File: src/rtl/irq_status_pkg.sv
// Package: shared register selector for the interrupt status block.
// Assumes a 2-bit register address.
package irq_status_pkg;

    localparam int unsigned REG_ADDR_W = 2;

    typedef enum logic [REG_ADDR_W-1:0] {
        REG_CFG    = 2'd0,
        REG_STATUS = 2'd1,
        REG_MIRROR = 2'd2,
        REG_MASK   = 2'd3
    } reg_sel_e;

endpackage

File: src/rtl/irq_live_input.sv
// Module: irq_live_input
// Synchronizes the asynchronous multiplexed pin, applies the polarity
// selection and forces the result to 0 in sensor mode.
// Assumes the mode and polarity controls come from flops in the same clock domain.
module irq_live_input #(
    parameter int unsigned SYNC_STAGES = 2
) (
    input  logic clk,
    input  logic rst_n,
    input  logic pin_async,
    input  logic mode_sensor,
    input  logic pol_low,
    output logic live_out
);

    logic level_sync;

    generate
        if (SYNC_STAGES == 0) begin : g_nosync
            assign level_sync = pin_async;
        end else begin : g_sync
            logic [SYNC_STAGES-1:0] sync_q;

            // Shift the pin level through the synchronizer chain.
            always_ff @(posedge clk) begin
                if (!rst_n) begin
                    sync_q <= '0;
                end else begin
                    sync_q[0] <= pin_async;
                    for (int k = 1; k < int'(SYNC_STAGES); k++) begin
                        sync_q[k] <= sync_q[k-1];
                    end
                end
            end

            assign level_sync = sync_q[SYNC_STAGES-1];
        end
    endgenerate

    // Apply polarity and the sensor-mode override.
    always_comb begin
        live_out = (level_sync ^ pol_low) & ~mode_sensor;
    end

endmodule

File: src/rtl/irq_sticky_bank.sv
// Module: irq_sticky_bank
// One sticky flop per status bit, except the live bit, which is tied to 0.
// A clear request empties every bit, but an event in the same cycle
// wins and leaves its bit set.
// Assumes events are one-cycle pulses synchronous to clk.
module irq_sticky_bank #(
    parameter int unsigned DATA_W   = 8,
    parameter int unsigned LIVE_BIT = 4
) (
    input  logic              clk,
    input  logic              rst_n,
    input  logic [DATA_W-1:0] evt,
    input  logic              clr,
    output logic [DATA_W-1:0] sticky_q
);

    generate
        for (genvar i = 0; i < int'(DATA_W); i++) begin : g_bit
            if (i == int'(LIVE_BIT)) begin : g_live
                assign sticky_q[i] = 1'b0;
            end else begin : g_sticky
                logic bit_q;

                // Set on event, clear on status read, with the event taking priority.
                always_ff @(posedge clk) begin
                    if (!rst_n) begin
                        bit_q <= 1'b0;
                    end else if (evt[i]) begin
                        bit_q <= 1'b1;
                    end else if (clr) begin
                        bit_q <= 1'b0;
                    end
                end

                assign sticky_q[i] = bit_q;
            end
        end
    endgenerate

endmodule

File: src/rtl/irq_reg_file.sv
// Module: irq_reg_file
// Holds the configuration and mask registers, decodes reads and writes,
// and registers the read data. Requests a clear of the sticky bits when
// the status address is read.
// Assumes at most one of wr_en and rd_en matters per cycle for a given address.
module irq_reg_file #(
    parameter int unsigned DATA_W = 8
) (
    input  logic              clk,
    input  logic              rst_n,
    input  logic              wr_en,
    input  logic              rd_en,
    input  logic [1:0]        addr,
    input  logic [DATA_W-1:0] wdata,
    input  logic [DATA_W-1:0] status_view,
    output logic [DATA_W-1:0] cfg_q,
    output logic [DATA_W-1:0] mask_q,
    output logic              status_rd,
    output logic              rd_valid,
    output logic [DATA_W-1:0] rdata
);
    import irq_status_pkg::*;

    reg_sel_e           sel;
    logic [DATA_W-1:0]  rd_mux;

    // Decode the address into a register selector.
    always_comb begin
        sel = reg_sel_e'(addr);
    end

    // Flag a status read, which clears the sticky bits.
    always_comb begin
        status_rd = rd_en && (sel == REG_STATUS);
    end

    // Pick the read source; status and mirror show the same bits.
    always_comb begin
        unique case (sel)
            REG_CFG:    rd_mux = cfg_q;
            REG_STATUS: rd_mux = status_view;
            REG_MIRROR: rd_mux = status_view;
            REG_MASK:   rd_mux = mask_q;
            default:    rd_mux = '0;
        endcase
    end

    // Update the writable registers; status and mirror ignore writes.
    always_ff @(posedge clk) begin
        if (!rst_n) begin
            cfg_q  <= '0;
            mask_q <= '0;
        end else if (wr_en) begin
            if (sel == REG_CFG)  cfg_q  <= wdata;
            if (sel == REG_MASK) mask_q <= wdata;
        end
    end

    // Register the read response one cycle after the request.
    always_ff @(posedge clk) begin
        if (!rst_n) begin
            rd_valid <= 1'b0;
            rdata    <= '0;
        end else begin
            rd_valid <= rd_en;
            if (rd_en) rdata <= rd_mux;
        end
    end

endmodule

File: src/rtl/irq_status_unit.sv
// Module: irq_status_unit (top)
// Interrupt status block. Sticky event bits plus one live pin bit, a
// read-only mirror, a mask and an active-high interrupt.
// Assumes rst_n already merges the power-on and bidirectional-pin resets.
module irq_status_unit #(
    parameter int unsigned DATA_W      = 8,
    parameter int unsigned LIVE_BIT    = 4,
    parameter int unsigned MODE_BIT    = 7,
    parameter int unsigned POL_BIT     = 6,
    parameter int unsigned SYNC_STAGES = 2
) (
    input  logic              clk,
    input  logic              rst_n,
    input  logic              wr_en,
    input  logic              rd_en,
    input  logic [1:0]        addr,
    input  logic [DATA_W-1:0] wdata,
    input  logic [DATA_W-1:0] evt_pulse,
    input  logic              gpi_pin,
    output logic              rd_valid,
    output logic [DATA_W-1:0] rdata,
    output logic              irq
);

    logic [DATA_W-1:0] cfg_q;
    logic [DATA_W-1:0] mask_q;
    logic [DATA_W-1:0] sticky_q;
    logic [DATA_W-1:0] status_view;
    logic              status_rd;
    logic              live_bit;

    irq_live_input #(.SYNC_STAGES(SYNC_STAGES)) u_live (
        .clk         (clk),
        .rst_n       (rst_n),
        .pin_async   (gpi_pin),
        .mode_sensor (cfg_q[MODE_BIT]),
        .pol_low     (cfg_q[POL_BIT]),
        .live_out    (live_bit)
    );

    irq_sticky_bank #(.DATA_W(DATA_W), .LIVE_BIT(LIVE_BIT)) u_sticky (
        .clk      (clk),
        .rst_n    (rst_n),
        .evt      (evt_pulse),
        .clr      (status_rd),
        .sticky_q (sticky_q)
    );

    irq_reg_file #(.DATA_W(DATA_W)) u_regs (
        .clk         (clk),
        .rst_n       (rst_n),
        .wr_en       (wr_en),
        .rd_en       (rd_en),
        .addr        (addr),
        .wdata       (wdata),
        .status_view (status_view),
        .cfg_q       (cfg_q),
        .mask_q      (mask_q),
        .status_rd   (status_rd),
        .rd_valid    (rd_valid),
        .rdata       (rdata)
    );

    // Merge the sticky bits with the live pin bit.
    always_comb begin
        status_view           = sticky_q;
        status_view[LIVE_BIT] = live_bit;
    end

    // Raise the interrupt for any unmasked set status bit.
    always_comb begin
        irq = |(status_view & ~mask_q);
    end

endmodule

File: config.mk
export PLATFORM = sky130hd
export DESIGN_NAME = irq_status_unit
export DESIGN_NICKNAME = d
export VERILOG_FILES = /design/src/rtl/irq_status_pkg.sv /design/src/rtl/irq_live_input.sv /design/src/rtl/irq_sticky_bank.sv /design/src/rtl/irq_reg_file.sv /design/src/rtl/irq_status_unit.sv
export SDC_FILE = /design/constraint.sdc
export NUM_CORES = 1
export LEC_CHECK = 0
export BUFFER_PORTS_ARGS = -buffer_cell sky130_fd_sc_hd__buf_4
export CORE_AREA = 2 2 57 69
export CTS_BUF_LIST = sky130_fd_sc_hd__clkbuf_4
export DETAILED_ROUTE_END_ITERATION = 8
export DIE_AREA = 0 0 59 71
export PLACE_DENSITY_LB_ADDON = 0.15
export SLEW_MARGIN = 20
export SYNTH_ARGS = -nofsm -noshare
export SYNTH_HDL_FRONTEND = slang
export SYNTH_HIERARCHICAL = 1
export SYNTH_SLANG_ARGS = --single-unit
File: constraint.sdc
create_clock -name clk -period 1.6 [get_ports clk]
set_input_delay 0.32 -clock clk [delete_from_list [all_inputs] [get_ports clk]]
set_output_delay 0.32 -clock clk [all_outputs]
set_load 0.02 [all_outputs]
==> results of run 1 <==
-- worst max-delay path: cells and delay by family (launching register included) --
kind	cells	cell delay, ns
simple gates	2	0.61
buf+inv	2	0.20
xor+xnor	1	0.14
flops	1	0.34
compound gates	1	0.05
-- metrics by stage --
| stage | total power (W) | setup slack (ns) | cells | TNS (ns) |
|---|---|---|---|---|
| 2_1_floorplan | 0.00114 | 0.0463 | 175 | 0 |
| 3_3_place_gp | 0.00122 | -0.0809 | 230 | -0.691 |
| 3_5_place_dp | 0.00123 | -0.115 | 230 | -0.852 |
| 4_1_cts | 0.00168 | -0.429 | 239 | -0.429 |
| 5_1_grt | 0.00175 | -0.469 | 239 | -0.469 |
| 6_report | 0.00166 | -0.406 | 239 | -0.406 |
-- timing repair --
item                                    CTS  global route
resized for setup                         3             0
endpoints found under the setup margin    1             1
buffers inserted                          1             0
pin swaps                                 4             1
-- worst max-delay path by stage --
stage | from | slack [ns] | to
2_1_floorplan | u_regs/cfg_q[6] | 0.05 | irq
3_3_place_gp | addr[0] | -0.08 | u_regs/mask_q[3]
3_5_place_dp | addr[0] | -0.12 | u_regs/mask_q[3]
4_1_cts | u_live/g_sync.sync_q[1] | -0.43 | irq
5_1_grt | u_live/g_sync.sync_q[1] | -0.47 | irq
6_report | u_live/g_sync.sync_q[1] | -0.41 | irq
-- cells in the final DEF, fill, tap and decap left out, drive strengths merged, types with 2 or more instances in the layout --
cell type  instances
o22ai              4
nand3             16
o21ai              8
nor3b              7
o21a               7
nor2b              7
nand3b             7
a221oi             8
dfxtp             34
and2               4
buf               36
nand2             18
inv               10
clkbuf             5
clkinv             2
ha                 4
a21boi            16
-- report_power, final --
group,switching (W),internal [W]
clock network,0.000285,0.000163
logic,0.000150,0.000140
registers,0.0000286,0.000891
total,0.000464,0.00119
-- final cells by class --
type | count | share of cell area (%)
clock buffer | 5 | 1.96
tap | 39 | 2.55
timing repair buffer | 36 | 14.3
inverter | 10 | 1.96
multi-input combinational | 112 | 42.7
clock inverter | 3 | 0.849
sequential | 34 | 35.7
-- sequential cells by signal, summed over array words and instances, names as in the netlist --
signal / flops
u_regs/mask_q: 8
u_regs/rd_valid: 1
u_sticky/g_bit.g_sticky.bit_q: 7
u_regs/cfg_q: 8
u_regs/rdata: 8
u_live/g_sync.sync_q: 2
-- per-layer routing --
metal / routed length, um / track usage [%] / vias to the layer above
met5: 0 / 0 / -
met4: 55 / 6.06 / 0
met3: 146 / 3.84 / 7
met2: 1670 / 27.9 / 24
met1: 1460 / 21.6 / 590
li1: - / - / 646
==> impl_metrics.env, run 1 <==
export IMPL_globalRouteTotalUtil_pct=17.0
export IMPL_p_leak_nw=0.777
export IMPL_min_to="u_live/g_sync.sync_q[0]"
export IMPL_place_area_um2=1850
export IMPL_overflow=0
export IMPL_drive_gt1_share_pct=31.5
export IMPL_multi_input_area_um2=818
export IMPL_cap_violations=0
export IMPL_drc=0
export IMPL_initialDrtViolationCount=48
export IMPL_skew_ns=0.0128
export IMPL_grt_max_degree=35
export IMPL_status="complete, but fails checks"
export IMPL_boundaryPins=33
export IMPL_syn_to_final_growth_pct=13.8
export IMPL_n_fill_cell=329
export IMPL_die_w_um=59
export IMPL_gp_congestion=0.755
export IMPL_viasPerCell=5.30
export IMPL_fmax_mhz=499
export IMPL_die_h_um=71
export IMPL_min_period_over_period_pct=125
export IMPL_numCtsBuffers=5
export IMPL_setup_violations=1
export IMPL_grt_pass1_wl_um=5540
export IMPL_drt_pass1_iter_count=4
export IMPL_critPathLaunchType="register"
export IMPL_synth_nets=202
export IMPL_cts_root_buf="clkbuf_4"
export IMPL_whs_path_depth=2
export IMPL_r2r_start="u_live/g_sync.sync_q[1]"
export IMPL_whs_ns=0.181
export IMPL_finalHoldViolations=0
export IMPL_avgSynthCellArea_um2=9.62
export IMPL_clkSinkCount=34
export IMPL_syn_area_um2=1680
export IMPL_path_cells="xnor2_1 -> nor2_1 -> inv_1 -> o22ai_1 -> or4_1 -> buf_6"
export IMPL_peakVddDrop_mv=0.641
export IMPL_cts_hold_fix_buffers=0
export IMPL_hold_path_class="in -> reg"
export IMPL_antenna_found_initial=0
export IMPL_relSlewSlack_pct=55.3
export IMPL_ant_nets=0
export IMPL_ys_warn_count=6
export IMPL_wl_per_cell_um=13.9
export IMPL_worst_setup_path_type="reg -> out"
export IMPL_cts_htree_levels=2
export IMPL_cp_max_fo=2
export IMPL_start_util_pct=47.5
export IMPL_holdCritStartpoint="gpi_pin"
export IMPL_grt_pass1_vias=1213
export IMPL_routed_wirelength_um=3330
export IMPL_final_setup_worst_slack_ns=-0.406
export IMPL_vias=1267
export IMPL_violations="negative setup slack"
export IMPL_rr_worst_depth=5
export IMPL_fin_util_pct=54.1
export IMPL_crit_path_top_delay_cell="or4_1"
export IMPL_rsz0062_at_grt="true"
export IMPL_synthCells=175
export IMPL_cp_required_ns=1.28
export IMPL_clk_pin_slew_ns=0.11
export IMPL_p_per_area_nw_per_um2=866
export IMPL_die_area_um2=4190
export IMPL_arrival_ns=1.69
export IMPL_rows=24
export IMPL_cts_tree="built"
export IMPL_r2r_setup_slack_ns=0.47
export IMPL_dp_hpwl_um=2520
export IMPL_final_nets=226
export IMPL_r2r_end="u_regs/rdata[4]"
export IMPL_portBuffers=31
export IMPL_regArea_um2=683
export IMPL_cts_path_max_buffers=2
export IMPL_diodes=0
export IMPL_fin_area_um2=1920
export IMPL_tightest_slew_ns=0.670
export IMPL_critPathCaptureType="primary output"
export IMPL_fin_crit_ns=2.01
export IMPL_drv_slew=0
export IMPL_design_core_area_um2=3540
export IMPL_crit_path_max_incr_delay_ns=0.53
export IMPL_clock_latency_ns=0.33
No activity file was read; power rests on OpenSTA's default activity.
==> run 2, diff against run 1 <==
- CORE_AREA: 2 2 57 69 -> 2 2 53 74
- DIE_AREA: 0 0 59 71 -> 0 0 55 76
==> run 2 against run 1 <==
The flow still finishes with violations (negative setup slack). Clock power shrank 4.9%. Wire length increased by 4.4%. Global-route usage grew 0.91 points. Hold slack improved by 0.0095 ns. Design area up 0.59%. Highest routed layer unchanged.
==> impl_metrics.env, run 2 (synthesis results as in run 1) <==
export IMPL_final_cell_mix="buf_4, dfxtp_1, nand2_1"
export IMPL_p_leak_nw=0.781
export IMPL_design_core_area_um2=3580
export IMPL_vias=1301
export IMPL_die_w_um=55
export IMPL_drive_gt1_share_pct=31.5
export IMPL_viasPerCell=5.38
export IMPL_path_cells="xnor2_2 -> nor2_2 -> inv_1 -> o22ai_1 -> or4_4 -> buf_6"
export IMPL_diodes=0
export IMPL_cap_violations=0
export IMPL_reg_top3="u_regs/cfg_q: 8 flops, u_regs/mask_q: 8 flops, u_regs/rdata: 8 flops"
export IMPL_dp_cells=234
export IMPL_skew_ns=0.00718
export IMPL_numCtsBuffers=5
export IMPL_violations="negative setup slack"
export IMPL_topRoutingLayerUsed="met4"
export IMPL_routed_wirelength_um=3480
export IMPL_arrival_ns=1.67
export IMPL_relSlewSlack_pct=54.3
export IMPL_boundaryPins=33
export IMPL_layout_commonest_cell="buf_4"
export IMPL_die_area_um2=4180
export IMPL_clk_pin_slew_ns=0.10
export IMPL_rsz0062_at_grt="true"
export IMPL_drv_slew=0
export IMPL_overflow=0
export IMPL_hold_path_class="in -> reg"
export IMPL_crit_path_top_delay_cell="or4_4"
export IMPL_setup_violations=1
export IMPL_clock_latency_ns=0.33
export IMPL_worst_setup_path_type="reg -> out"
export IMPL_fin_crit_ns=1.99
export IMPL_cts_htree_levels=2
export IMPL_grt_pass1_vias=1226
export IMPL_wl_per_cell_um=14.4
export IMPL_cts_root_buf="clkbuf_4"
export IMPL_cp_required_ns=1.28
export IMPL_start_util_pct=47.0
export IMPL_cp_max_fo=2
export IMPL_grt_max_degree=35
export IMPL_gp_congestion=0.773
export IMPL_stdcell_count=242
export IMPL_grt_pass1_wl_um=5490
export IMPL_finalPower_w=0.00164
export IMPL_peakVddDrop_mv=0.486
export IMPL_drc=0
export IMPL_critPathCaptureType="primary output"
export IMPL_wl_met2_um=1740
export IMPL_final_setup_worst_slack_ns=-0.389
export IMPL_cp_top_family="simple AND/OR/NAND/NOR gates"
export IMPL_min_period_over_period_pct=124
export IMPL_syn_to_final_growth_pct=14.5
export IMPL_drt_met1_wl_um=1530
export IMPL_ant_nets=0
export IMPL_wl_met3_um=193
export IMPL_initialDrtViolationCount=37
export IMPL_globalRouteTotalUtil_pct=17.9
export IMPL_dp_hpwl_um=2530
export IMPL_place_area_um2=1860
export IMPL_status="complete, but fails checks"
export IMPL_rows=26
export IMPL_fmax_mhz=503
export IMPL_cts_tree="built"
export IMPL_cts_path_max_buffers=2
export IMPL_tightest_slew_ns=0.686
export IMPL_dpl_worst_slack_ns=-0.169
export IMPL_cp_buffers_inverters=2
export IMPL_antenna_found_initial=0
export IMPL_cts_hold_fix_buffers=0
export IMPL_fin_area_um2=1930
export IMPL_crit_path_max_incr_delay_ns=0.52
export IMPL_finalHoldViolations=0
export IMPL_drt_pass1_iter_count=4
export IMPL_cts_setup_buffers=0
export IMPL_die_h_um=76
export IMPL_final_nets=226
export IMPL_portBuffers=31
export IMPL_clkSinkCount=34
export IMPL_fin_util_pct=53.8
export IMPL_p_per_area_nw_per_um2=853
export IMPL_critPathLaunchType="register"
## run 2: cell types whose count changed in the layout (fill, tap and decap cells not counted), sizes merged
| cell | change |
|---|---|
| clkinvlp | -1 |
| clkinv | +1 |
## run 2: final cells by class
cell class	count	area (um^2)
clock buffer	5	37.5
clock inverter	3	11.3
fill	359	1650
inverter	10	37.5
multi-input combinational	112	832
sequential	34	682
tap	42	52.6
timing repair buffer	36	274
## run 2: path summary, 6_finish.rpt
check | from | endpoint | slack, ns | cells past startpoint
max | u_regs/cfg_q[6] | irq | -0.39 | 6
min | gpi_pin | u_live/g_sync.sync_q[0] | 0.19 | 2
max reg2reg | u_regs/cfg_q[6] | u_regs/rdata[4] | 0.46 | 5
min reg2reg | u_live/g_sync.sync_q[0] | u_live/g_sync.sync_q[1] | 0.44 | 1
## run 2: report_power, final
group	internal, W	switching, W
combinational	0.000143	0.000155
sequential	0.000891	0.0000287
clock	0.000156	0.000271
## run 2: timing repair
action	4_1_cts	5_1_grt
pin swaps	4	3
setup endpoints to repair	1	1
gates resized for setup	2	3
## run 2: metrics by stage
stage | hold slack (ns) | setup TNS [ns]
after floorplan | 0.412 | 0
after detailed placement | 0.422 | -1.22
after global placement | 0.417 | -0.969
final | 0.191 | -0.389
after CTS | 0.166 | -0.376
after global routing | 0.169 | -0.453
## run 2: metal layers
layer / up-vias / global-route usage (%)
met1: 614 / 23.0
met4: 0 / 5.12
met2: 38 / 27.7
met5: - / 0
li1: 647 / -
met3: 2 / 6.27
## run 2: worst reg2reg max path, cell delays in order (launching register included)
cell,delay [ns]
dfxtp_2,0.35
xnor2_2,0.16
nor2_2,0.05
buf_4,0.13
a221oi_2,0.27
nor3b_2,0.08
==> run 3, diff against run 2 <==
- CTS_BUF_LIST: sky130_fd_sc_hd__clkbuf_4 -> sky130_fd_sc_hd__clkbuf_8
==> run 3 against run 2 <==
The flow still finishes with violations (negative setup slack). Via count down 1.3%. Hold slack better by 0.044 ns. Clock skew is 0.0054 ns lower. Global-route usage up 0.15 points. Design area up 3.2%. Cell count is the same. Register-to-register slack about the same. Wire length rose by 0.98%. Clock power rose by 72%. Largest cell class unchanged. Largest power group unchanged. Highest routed layer unchanged.
==> impl_metrics.env, run 3 (synthesis results as in run 1) <==
export IMPL_place_area_um2=1860
export IMPL_worst_setup_path_type="reg -> out"
export IMPL_final_setup_worst_slack_ns=-0.335
export IMPL_hold_path_class="in -> reg"
export IMPL_die_h_um=76
export IMPL_drive_gt1_share_pct=33.0
export IMPL_drc=0
export IMPL_ant_nets=0
export IMPL_final_nets=226
export IMPL_fmax_mhz=517
export IMPL_vias=1284
export IMPL_wl_per_cell_um=14.5
export IMPL_overflow=0
export IMPL_peakVddDrop_mv=0.748
export IMPL_diodes=0
export IMPL_p_leak_nw=0.811
export IMPL_design_core_area_um2=3580
export IMPL_cap_violations=0
export IMPL_setup_violations=1
export IMPL_dp_hpwl_um=2530
export IMPL_cts_root_buf="clkbuf_8"
export IMPL_clk_pin_slew_ns=0.07
export IMPL_reg_top3="u_regs/cfg_q: 8 flops, u_regs/mask_q: 8 flops, u_regs/rdata: 8 flops"
export IMPL_critPathCaptureType="primary output"
export IMPL_antenna_found_initial=0
export IMPL_cts_hold_fix_buffers=0
export IMPL_min_period_over_period_pct=121
export IMPL_skew_ns=0.00182
export IMPL_routed_wirelength_um=3510
export IMPL_p_per_area_nw_per_um2=983
export IMPL_arrival_ns=1.62
export IMPL_die_w_um=55
export IMPL_clkSinkCount=34
export IMPL_syn_to_final_growth_pct=18.1
export IMPL_cp_required_ns=1.28
export IMPL_final_cell_mix="buf_4, dfxtp_1, nand2_1"
export IMPL_rsz0062_at_grt="true"
export IMPL_boundaryPins=33
export IMPL_rows=26
export IMPL_cts_htree_levels=2
export IMPL_portBuffers=31
export IMPL_violations="negative setup slack"
export IMPL_drv_slew=0
export IMPL_cp_max_fo=2
export IMPL_layout_commonest_cell="buf_4"
export IMPL_cts_path_max_buffers=2
export IMPL_status="complete, but fails checks"
export IMPL_relSlewSlack_pct=54.8
export IMPL_critPathLaunchType="register"
export IMPL_clock_latency_ns=0.28
export IMPL_die_area_um2=4180
export IMPL_start_util_pct=47.0
export IMPL_tightest_slew_ns=0.678
export IMPL_grt_pass1_wl_um=5510
export IMPL_drt_pass1_iter_count=4
export IMPL_initialDrtViolationCount=46
export IMPL_globalRouteTotalUtil_pct=18.1
export IMPL_cts_tree="built"
export IMPL_fin_area_um2=1990
export IMPL_grt_max_degree=35
export IMPL_grt_pass1_vias=1225
export IMPL_gp_congestion=0.773
export IMPL_viasPerCell=5.31
export IMPL_finalHoldViolations=0
export IMPL_dpl_worst_slack_ns=-0.169
export IMPL_fin_crit_ns=1.94
export IMPL_numCtsBuffers=5
## run 3: cell types whose count changed in the layout (fill, tap and decap cells not counted)
| cell | change |
|---|---|
| clkinv_1 | -3 |
| clkbuf_4 | -5 |
| clkbuf_8 | +8 |
## run 3: worst paths after layout
check / endpoint / from / cells after the start / slack (ns)
worst max-delay path: irq / u_regs/cfg_q[6] / 6 / -0.34
worst min-delay path: u_live/g_sync.sync_q[0] / gpi_pin / 2 / 0.24
worst max register to register: u_regs/rdata[4] / u_regs/cfg_q[6] / 5 / 0.46
worst min register to register: u_live/g_sync.sync_q[1] / u_live/g_sync.sync_q[0] / 1 / 0.43
## run 3: layer usage
metal  global-route usage, %  up-vias  part of all wire, %
met1                    23.2      606                   44
met2                    27.7       30                   50
met3                    4.51        5                  4.4
met4                    8.05        0                  1.3
li1                        -      643                    -
met5                       0        -                    0
## run 3: power breakdown
group          total (W)  internal [W]  switching, W
clock           0.000736      0.000434      0.000302
sequential      0.000920      0.000891     0.0000289
combinational   0.000297      0.000143      0.000154
## run 3: final cells by class
cell class / count / area, um^2
clock buffer: 8 / 110
fill: 351 / 1590
inverter: 10 / 37.5
multi-input combinational: 112 / 832
sequential: 34 / 682
tap: 42 / 52.6
timing repair buffer: 36 / 274
## run 3: what timing repair did
item / 4_1_cts / 5_1_grt
endpoints found under the setup margin: 1 / 1
setup buffers: 0 / 0
pin swaps: 2 / 2
gates cloned: 0 / 0
gates resized for setup: 2 / 3
## run 3: stage by stage
step                hold WS (ns)  TNS (ns)  total power [W]  utilization (%)  cells
floorplan                  0.412         0          0.00114                -    175
global placement           0.417    -0.969          0.00122             52.0    234
detailed placement         0.422     -1.22          0.00123             52.0    234
CTS                        0.226    -0.308          0.00197             55.2    242
global route               0.234    -0.388          0.00203             55.6    242
finish                     0.235    -0.335          0.00195             55.6    242
## run 3: critical path, stage by stage (launching register included)
cell     delay (ns)
dfxtp_2        0.34
xnor2_2        0.16
nor2_2         0.05
inv_1          0.05
o22ai_1        0.07
or4_4          0.52
buf_6          0.15
